===== src/rtl/disc_mirror_pkg.sv =====
package disc_mirror_pkg;

  typedef enum logic [1:0] {
    RISE_X1 = 2'd0,
    RISE_X2 = 2'd1,
    RISE_X4 = 2'd2,
    RISE_X8 = 2'd3
  } rise_rate_e;

  typedef enum logic {
    TRACK_TOP    = 1'b1,
    TRACK_BOTTOM = 1'b0
  } track_dir_e;

  // Threshold numerator over eighths: 4,5,6,7
  function automatic logic [3:0] sens_weight(input logic [1:0] sel);
    return 4'd4 + {2'b00, sel};
  endfunction

endpackage


===== src/rtl/mirror_hold_track.sv =====
module mirror_hold_track
  import disc_mirror_pkg::*;
#(
  parameter int         DW  = 8,
  parameter track_dir_e DIR = TRACK_TOP
) (
  input  logic          clk,
  input  logic          rst,
  input  logic          take,
  input  logic [DW-1:0] sample,
  input  logic [DW-1:0] step,
  output logic [DW-1:0] level,
  output logic [DW-1:0] level_nxt
);

  logic          catch_s;
  logic [DW-1:0] moved;
  logic [DW-1:0] rst_val;

  generate
    if (DIR == TRACK_TOP) begin : g_top
      // follows maxima, releases downward, floor at zero
      always_comb begin
        catch_s = sample > level;
        moved   = (level >= step) ? level - step : '0;
        rst_val = '0;
      end
    end else begin : g_bottom
      logic [DW:0] sum;
      // follows minima, releases upward, ceiling at full scale
      always_comb begin
        catch_s = sample < level;
        sum     = {1'b0, level} + {1'b0, step};
        moved   = sum[DW] ? '1 : sum[DW-1:0];
        rst_val = '1;
      end
    end
  endgenerate

  always_comb begin
    level_nxt = level;
    if (take) level_nxt = catch_s ? sample : moved;
  end

  always_ff @(posedge clk) begin
    if (rst) level <= rst_val;
    else     level <= level_nxt;
  end

endmodule


===== src/rtl/mirror_env_avg.sv =====
module mirror_env_avg #(
  parameter int DW = 8,
  parameter int SH = 6
) (
  input  logic             clk,
  input  logic             rst,
  input  logic             take,
  input  logic [DW-1:0]    env_in,
  output logic [DW+SH-1:0] avg_q,
  output logic [DW+SH-1:0] avg_nxt
);

  localparam int AW = DW + SH;

  logic signed [AW+1:0] target;
  logic signed [AW+1:0] cur;
  logic signed [AW+1:0] diff;
  logic signed [AW+1:0] delta;
  logic signed [AW+1:0] sum;

  always_comb begin
    target  = $signed({2'b00, env_in, {SH{1'b0}}});
    cur     = $signed({2'b00, avg_q});
    diff    = target - cur;
    delta   = diff >>> SH;
    sum     = cur + delta;
    avg_nxt = take ? sum[AW-1:0] : avg_q;
  end

  always_ff @(posedge clk) begin
    if (rst) avg_q <= '0;
    else     avg_q <= avg_nxt;
  end

endmodule


===== src/rtl/disc_mirror_detect.sv =====
module disc_mirror_detect
  import disc_mirror_pkg::*;
#(
  parameter int DW        = 8,
  parameter int AVG_SHIFT = 6,
  parameter int PK_DECAY  = 1
) (
  input  logic          clk,
  input  logic          rst,
  input  logic          in_valid,
  output logic          in_ready,
  input  logic [DW-1:0] in_sample,
  input  logic [1:0]    bot_rate,
  input  logic [1:0]    sens_sel,
  output logic          mirror_o
);

  localparam int AW = DW + AVG_SHIFT;
  localparam int CW = AW + 3;

  logic          rdy_q;
  logic          take;
  logic [DW-1:0] pk_step;
  logic [DW-1:0] bt_step;
  logic [DW-1:0] pk_lvl, pk_nxt;
  logic [DW-1:0] bt_lvl, bt_nxt;
  logic [DW-1:0] env_nxt;
  logic [AW-1:0] avg_lvl, avg_nxt;
  logic [CW-1:0] cmp_lhs, cmp_rhs;
  rise_rate_e    rate_e;

  always_ff @(posedge clk) rdy_q <= !rst;

  assign in_ready = rdy_q;
  assign take     = in_valid & rdy_q;
  assign rate_e   = rise_rate_e'(bot_rate);
  assign pk_step  = DW'(PK_DECAY);
  assign bt_step  = DW'(1) << rate_e;

  mirror_hold_track #(.DW(DW), .DIR(TRACK_TOP)) u_peak (
    .clk(clk), .rst(rst), .take(take), .sample(in_sample),
    .step(pk_step), .level(pk_lvl), .level_nxt(pk_nxt)
  );

  mirror_hold_track #(.DW(DW), .DIR(TRACK_BOTTOM)) u_bottom (
    .clk(clk), .rst(rst), .take(take), .sample(in_sample),
    .step(bt_step), .level(bt_lvl), .level_nxt(bt_nxt)
  );

  assign env_nxt = (pk_nxt >= bt_nxt) ? pk_nxt - bt_nxt : '0;

  mirror_env_avg #(.DW(DW), .SH(AVG_SHIFT)) u_avg (
    .clk(clk), .rst(rst), .take(take), .env_in(env_nxt),
    .avg_q(avg_lvl), .avg_nxt(avg_nxt)
  );

  // envelope scaled by 8 * 2^AVG_SHIFT against average times eighths weight
  always_comb begin
    cmp_lhs = CW'(env_nxt) << (AVG_SHIFT + 3);
    cmp_rhs = CW'(avg_nxt) * CW'(sens_weight(sens_sel));
  end

  always_ff @(posedge clk) begin
    if (rst)       mirror_o <= 1'b0;
    else if (take) mirror_o <= cmp_lhs < cmp_rhs;
  end

endmodule


===== config.mk =====
export PLATFORM = sky130hd
export DESIGN_NAME = disc_mirror_detect
export DESIGN_NICKNAME = d
export VERILOG_FILES = /design/src/rtl/disc_mirror_pkg.sv /design/src/rtl/mirror_hold_track.sv /design/src/rtl/mirror_env_avg.sv /design/src/rtl/disc_mirror_detect.sv
export SDC_FILE = /design/constraint.sdc
export NUM_CORES = 1
export LEC_CHECK = 0
export BUFFER_PORTS_ARGS = -buffer_cell sky130_fd_sc_hd__buf_2
export CAP_MARGIN = 20
export CORE_MARGIN = 2
export CORE_UTILIZATION = 32
export CTS_CLUSTER_DIAMETER = 100
export DETAILED_ROUTE_END_ITERATION = 8
export GPL_TIMING_DRIVEN = 0
export PLACE_DENSITY = 0.55
export SLEW_MARGIN = 40
export SYNTH_ARGS = -nofsm -noshare
export SYNTH_HDL_FRONTEND = slang
export SYNTH_SLANG_ARGS = --single-unit

===== constraint.sdc =====
create_clock -name clk -period 13.9 [get_ports clk]
set_clock_uncertainty 0.15 [all_clocks]
set_input_delay 1.39 -clock clk [delete_from_list [all_inputs] [get_ports clk]]
set_output_delay 1.39 -clock clk [all_outputs]
set_load 0.005 [all_outputs]

-- After elaboration in Yosys (flattened, before gate mapping)
Cells that the tools add are included.
- flip-flop bits (word level): 32
- bits in latches: 0
- memory bits (writable): 0
- bits in read-only memories: 0
- output and inout bits: 2
- word-level logic and storage cells: 28
- memories kept: 0
- $add $sub $neg: 6
- $mul: 1
- div/mod/pow operators: 0
- $lt $le $gt $ge: 5
- eq/ne operators: 0
- shift operators: 1
- mux-type cells: 8
- bitwise operators: 1
- reduce and logical (&&, ||, !) cells: 1
- operators by type and width (kind ; count):
    8-bit 2-to-1 mux ; 7
    17-bit < comparator ; 1
    14-bit by 4-bit multiplier with 17-bit output ; 1
    14-bit by 14-bit subtractor with 15-bit output ; 1
    14-bit by 9-bit adder with 14-bit output ; 1
    14-bit 2-to-1 mux ; 1
    8-bit by 8-bit adder with 9-bit output ; 1
    8-bit by 1-bit greater-or-equal comparator with 1-bit output, second input constant ; 1
    8-bit greater-or-equal comparator ; 1
    8-bit greater-than comparator ; 1
    8-bit < comparator ; 1
    1-bit by 2-bit << shifter with 8-bit output, first input constant ; 1
    8-bit by 1-bit subtractor with 8-bit output, second input constant ; 1
    8-bit subtractor ; 1
    3-bit by 2-bit adder with 4-bit output, first input constant ; 1
    1-bit bitwise AND ; 1
    1-bit zero test ; 1

-- Depth between registers and ports, before layout
- word-level depth: 12
- depth in mapped cells: 58
- gate-level depth less buffers: 54

-- Hierarchy
Synthesis repeated with hierarchy kept, for this count alone.
- cells, all modules: 707
- area total of the unflattened synthesis: 5484.0 um^2
- by module, submodules not included (module ; instances ; cells an instance ; area an instance (um^2) ; seq. area each (um^2)):
    disc_mirror_detect ; 1 ; 268 ; 2006.9 ; 40.0
    mirror_env_avg ; 1 ; 187 ; 1514.0 ; 280.3
    mirror_hold_track at u_bottom ; 1 ; 127 ; 996.0 ; 160.2
    mirror_hold_track at u_peak ; 1 ; 125 ; 967.2 ; 160.2

-- Least setup slack after synthesis
OpenSTA, ideal clock, no wires.
- kind: input-to-reg
- start point: in in_sample[7]
- end point: reg mirror_o
- library setup time: 0.087 ns
- arrival time: 10.585 ns
- data required time: 13.663 ns
- slack: 3.078 ns
- stages on the path: 49
- path through: ha_1 nand4_1 nand2b_1 a21oi_1 or2_0 clkbuf_1 clkbuf_1 a221o_1 o21ai_0 ha_1 fa_1 a21oi_1 and3_1 a221oi_1 o31a_1 buf_6 nor2_1 ha_1 [13 not listed] nand2_1 xnor2_1 nand2_1 o21ai_0 and2_1 ha_1 inv_1 fa_1 inv_1 ha_1 a2111oi_0 o31ai_1 a21oi_1 xor2_1 ha_1 or4_1 o22a_1 o31ai_1
- word-level cells in the longest chain between the ends: 10
- ends and longest elaborated chain (item ; line ; source):
    start: declaration ; disc_mirror_detect.sv:12 ; input logic [DW-1:0] in_sample,
    8-bit greater-than comparator / 8-bit < comparator (equally long branches) ; mirror_hold_track.sv:24, mirror_hold_track.sv:32 ;
    8-bit 2-to-1 mux (2 in series) ; mirror_hold_track.sv:42 ; if (take) level_nxt = catch_s ? sample : moved;
    8-bit subtractor / 8-bit greater-or-equal comparator (equally long branches) ; disc_mirror_detect.sv:50 ; assign env_nxt = (pk_nxt >= bt_nxt) ? pk_nxt - bt_nxt : '0;
    8-bit 2-to-1 mux * ; disc_mirror_detect.sv:50 ;
    14-bit by 14-bit subtractor with 15-bit output * ; mirror_env_avg.sv:24 ; diff = target - cur;
    14-bit by 9-bit adder with 14-bit output * ; mirror_env_avg.sv:26 ; sum = cur + delta;
    14-bit 2-to-1 mux * ; mirror_env_avg.sv:27 ; avg_nxt = take ? sum[AW-1:0] : avg_q;
    via avg_nxt[11] ; disc_mirror_detect.sv:28 ; logic [AW-1:0] avg_lvl, avg_nxt;
    14-bit by 4-bit multiplier with 17-bit output * ; disc_mirror_detect.sv:60 ; cmp_rhs = CW'(avg_nxt) * CW'(sens_weight(sens_sel));
    17-bit < comparator * ; disc_mirror_detect.sv:65 ; else if (take) mirror_o <= cmp_lhs < cmp_rhs;
    end signal: assignment ; disc_mirror_detect.sv:65 ;
    end: declaration ; disc_mirror_detect.sv:15 ; output logic mirror_o
The timed path passes the listed nets; every way through them passes the cells marked *.
A chain may end at the register's enable or synchronous reset.

-- Worst setup path after layout
Ends and elaborated chain as after synthesis.

==> run metrics <==
Ys Warns=0; Detailed Place HPWL=between 10000 and 15000 um; WL/cell=14.7 um; most common cell after layout, fill and taps aside=inv_1; most frequent cells in the layout=inv_1, ha_1, nand2_1; Vert. Die Dim=about 130 um; RSZ-0062 raised after global routing=no; Initial Util=between 30% and 40%; Netlist cell types=58; Syn Inst Count=roughly 650; sequential area share after synthesis=between 10% and 20%; FF+latch count, synth=32; Cell Pwr Density=between 200 and 300 mW/mm^2; initial antenna violation count=0; first-pass GRT wire length=21900 um; FP Rows=45; hold_buf cts=0; Slew HR=56.5%; Max Cap Viol=0; number of global-route vias before repair=approximately 4700; Crit. End Element=flop; reg2reg path depth=52; clk_lat worst skew=between 0.2 and 0.3 ns; synthesized area=0.00495 sq mm; crit path max fanout=10; setup bufs post-CTS=0; Net Count, Synth=a little under 800; drt pass-1 iters=4; Pleak=between 2 and 3 nW; critical path class=input port to flop; CP startpoint kind=input port; core area=approximately 0.015 sq mm; Max Transition Viols Final=0; share of cells above drive strength 1=~4.9%; GRT Total Usage=around 16%; remaining global-route overflow=0; vias=roughly 4500; critical hold path startpoint=u_bottom.level[2]; status=finished, final reports clean; hold path cells=2; final hold vios=0; Clock Path Buffers=2; Placer Congestion=~0.9; Reg2Reg Launch Point=u_peak.level[5]; Top FF cell, synth=dfxtp_1; die area=roughly 0.016 sq mm; clock sink count=32; Worst EP required=between 10 and 15 ns; top area cells in the synthesized netlist=ha_1, dfxtp_1, inv_1; nets=around 800; HP Class=flop to flop; slowest cell on the critical path=fa_1; PostCTS Resize Cnt=0; CP peak stage delay=0.54 ns; FFs w/ async S/R, synth=0%; R2R Setup Slk=2.07 ns; setup ws final=1.51 ns; Vias/cell=5.22; Area after DPL=around 0.0053 sq mm; Max VDD drop=around 140 uV; TritonCTS clock tree=yes; post-route DRC violation count=0; num ports=17; RR Endpoint=mirror_o; DP Worst Slack=1.19 ns; H-tree levels=2; Final setup viols=0; Finished Cell Area=0.00545 sq mm; n_diodes=0; Endpoint, Worst Hold=u_bottom.level[2]; Tcrit/Tclk final=around 89%; DR iter-0 viols=between 300 and 400; Syn-to-layout area delta=9.95%; Crit path top cell by count=ha_1; Achievable Freq=about 80 MHz; Tmin final=approximately 12 ns; post-synth top area share=approximately 22%; setup TNS=0 ns; worst slew pin tran=~0.64 ns; Syn Area/Cell=~7.6 sq um; clock edge transition at the registers on the reported setup and hold paths=about 0.060 ns; Arr. time, crit path=approximately 12 ns; Num CTS Buffers=5; Root Buffer=clkbuf_16; routed wire length=approximately 13000 um; ANT nets after route=0; Chip Width=about 130 um; PortBufs=15; Post-synth EDFFs=0; post-synth top area cell=ha_1; largest net degree at the start of global routing=11
[synthesized netlist by cell type, drive strengths merged, types with 5 or more instances]
master,instances
ha,89
dfxtp,32
nand2,59
fa,15
or2,5
a21oi,45
nor2,43
xnor2,26
a31oi,8
or4,6
and2,34
inv,91
nand2b,8
nor2b,9
o31a,5
o21bai,13
clkbuf,17
o31ai,10
nor3,9
nand3,14
o21ai,26
xor2,11
a21o,11
[per-stage QoR]
| stage | power [mW] | cells | util, % | hold WS (ns) |
|---|---|---|---|---|
| final | 1.39 | 864 | 36.0 | 0.465 |
| after global routing | 1.58 | 864 | 36.0 | 0.488 |
| after CTS | 1.40 | 864 | 36.0 | 0.467 |
| after detailed placement | 1.25 | 856 | 34.7 | 0.454 |
| after global placement | 1.22 | 856 | 34.7 | 0.441 |
| after floorplan | 1.03 | 653 | - | 0.343 |
[layer usage]
| metal | track usage [%] | vias to the layer above | wire (um) |
|---|---|---|---|
| met3 | 1.46 | 27 | 461 |
| met2 | 28.1 | 77 | 5910 |
| met1 | 21.2 | 2105 | 5950 |
| met4 | 6.72 | 0 | 342 |
| li1 | - | 2302 | - |
| met5 | 0 | - | 0 |
[area by class of cell]
type	instances	area, sq um
inverters	91	342
plain buffers	18	75.1
flip-flops and latches	32	641
repair buffers	15	75.1
well taps	188	235
clock inverters	1	30.0
clock buffers	7	153
multi-input cells	512	3890
fillers	1594	9700
[logic make-up after synthesis]
kind of cell | Yosys count | share of synthesized area [%]
compound gates | 162 | 22.0
xor+xnor | 37 | 6.54
fa+ha+maj | 107 | 29.2
buf+inv | 109 | 8.41
flops | 32 | 12.9
mux | 1 | 0.202
simple gates | 205 | 20.8
[critical path, delay by kind of cell]
family | cells | cell delay, ns
adder cells (fa/ha/maj) | 9 | 3.11
AND/OR/NAND/NOR | 14 | 2.39
buffers and inverters | 6 | 0.99
XOR/XNOR | 4 | 0.69
AO/OA/AOI/OAI | 18 | 3.87
[report_power, final]
group / switching (mW) / internal (mW)
registers: 0.0179 / 0.111
logic: 0.647 / 0.480
clock network: 0.0416 / 0.0943
total: 0.706 / 0.685
[state kept, by name, indices dropped and copies added (netlist names)]
signal	flops
u_avg.avg_q	14
u_bottom.level	8
u_peak.level	8
in_ready	1
mirror_o	1
[worst max path at each step]
| stage | start | endpoint | slack [ns] | depth (start not counted) |
|---|---|---|---|---|
| global route | in_sample[7] | mirror_o | 0.12 | 54 |
| global placement | in_valid | mirror_o | 1.25 | 48 |
| detailed placement | in_valid | mirror_o | 1.19 | 46 |
| floorplan | in_sample[7] | mirror_o | 3.08 | 49 |
| CTS | in_valid | mirror_o | 1.47 | 46 |
| finish | in_sample[7] | mirror_o | 1.51 | 51 |
No activity file was read; power rests on OpenSTA's default activity.
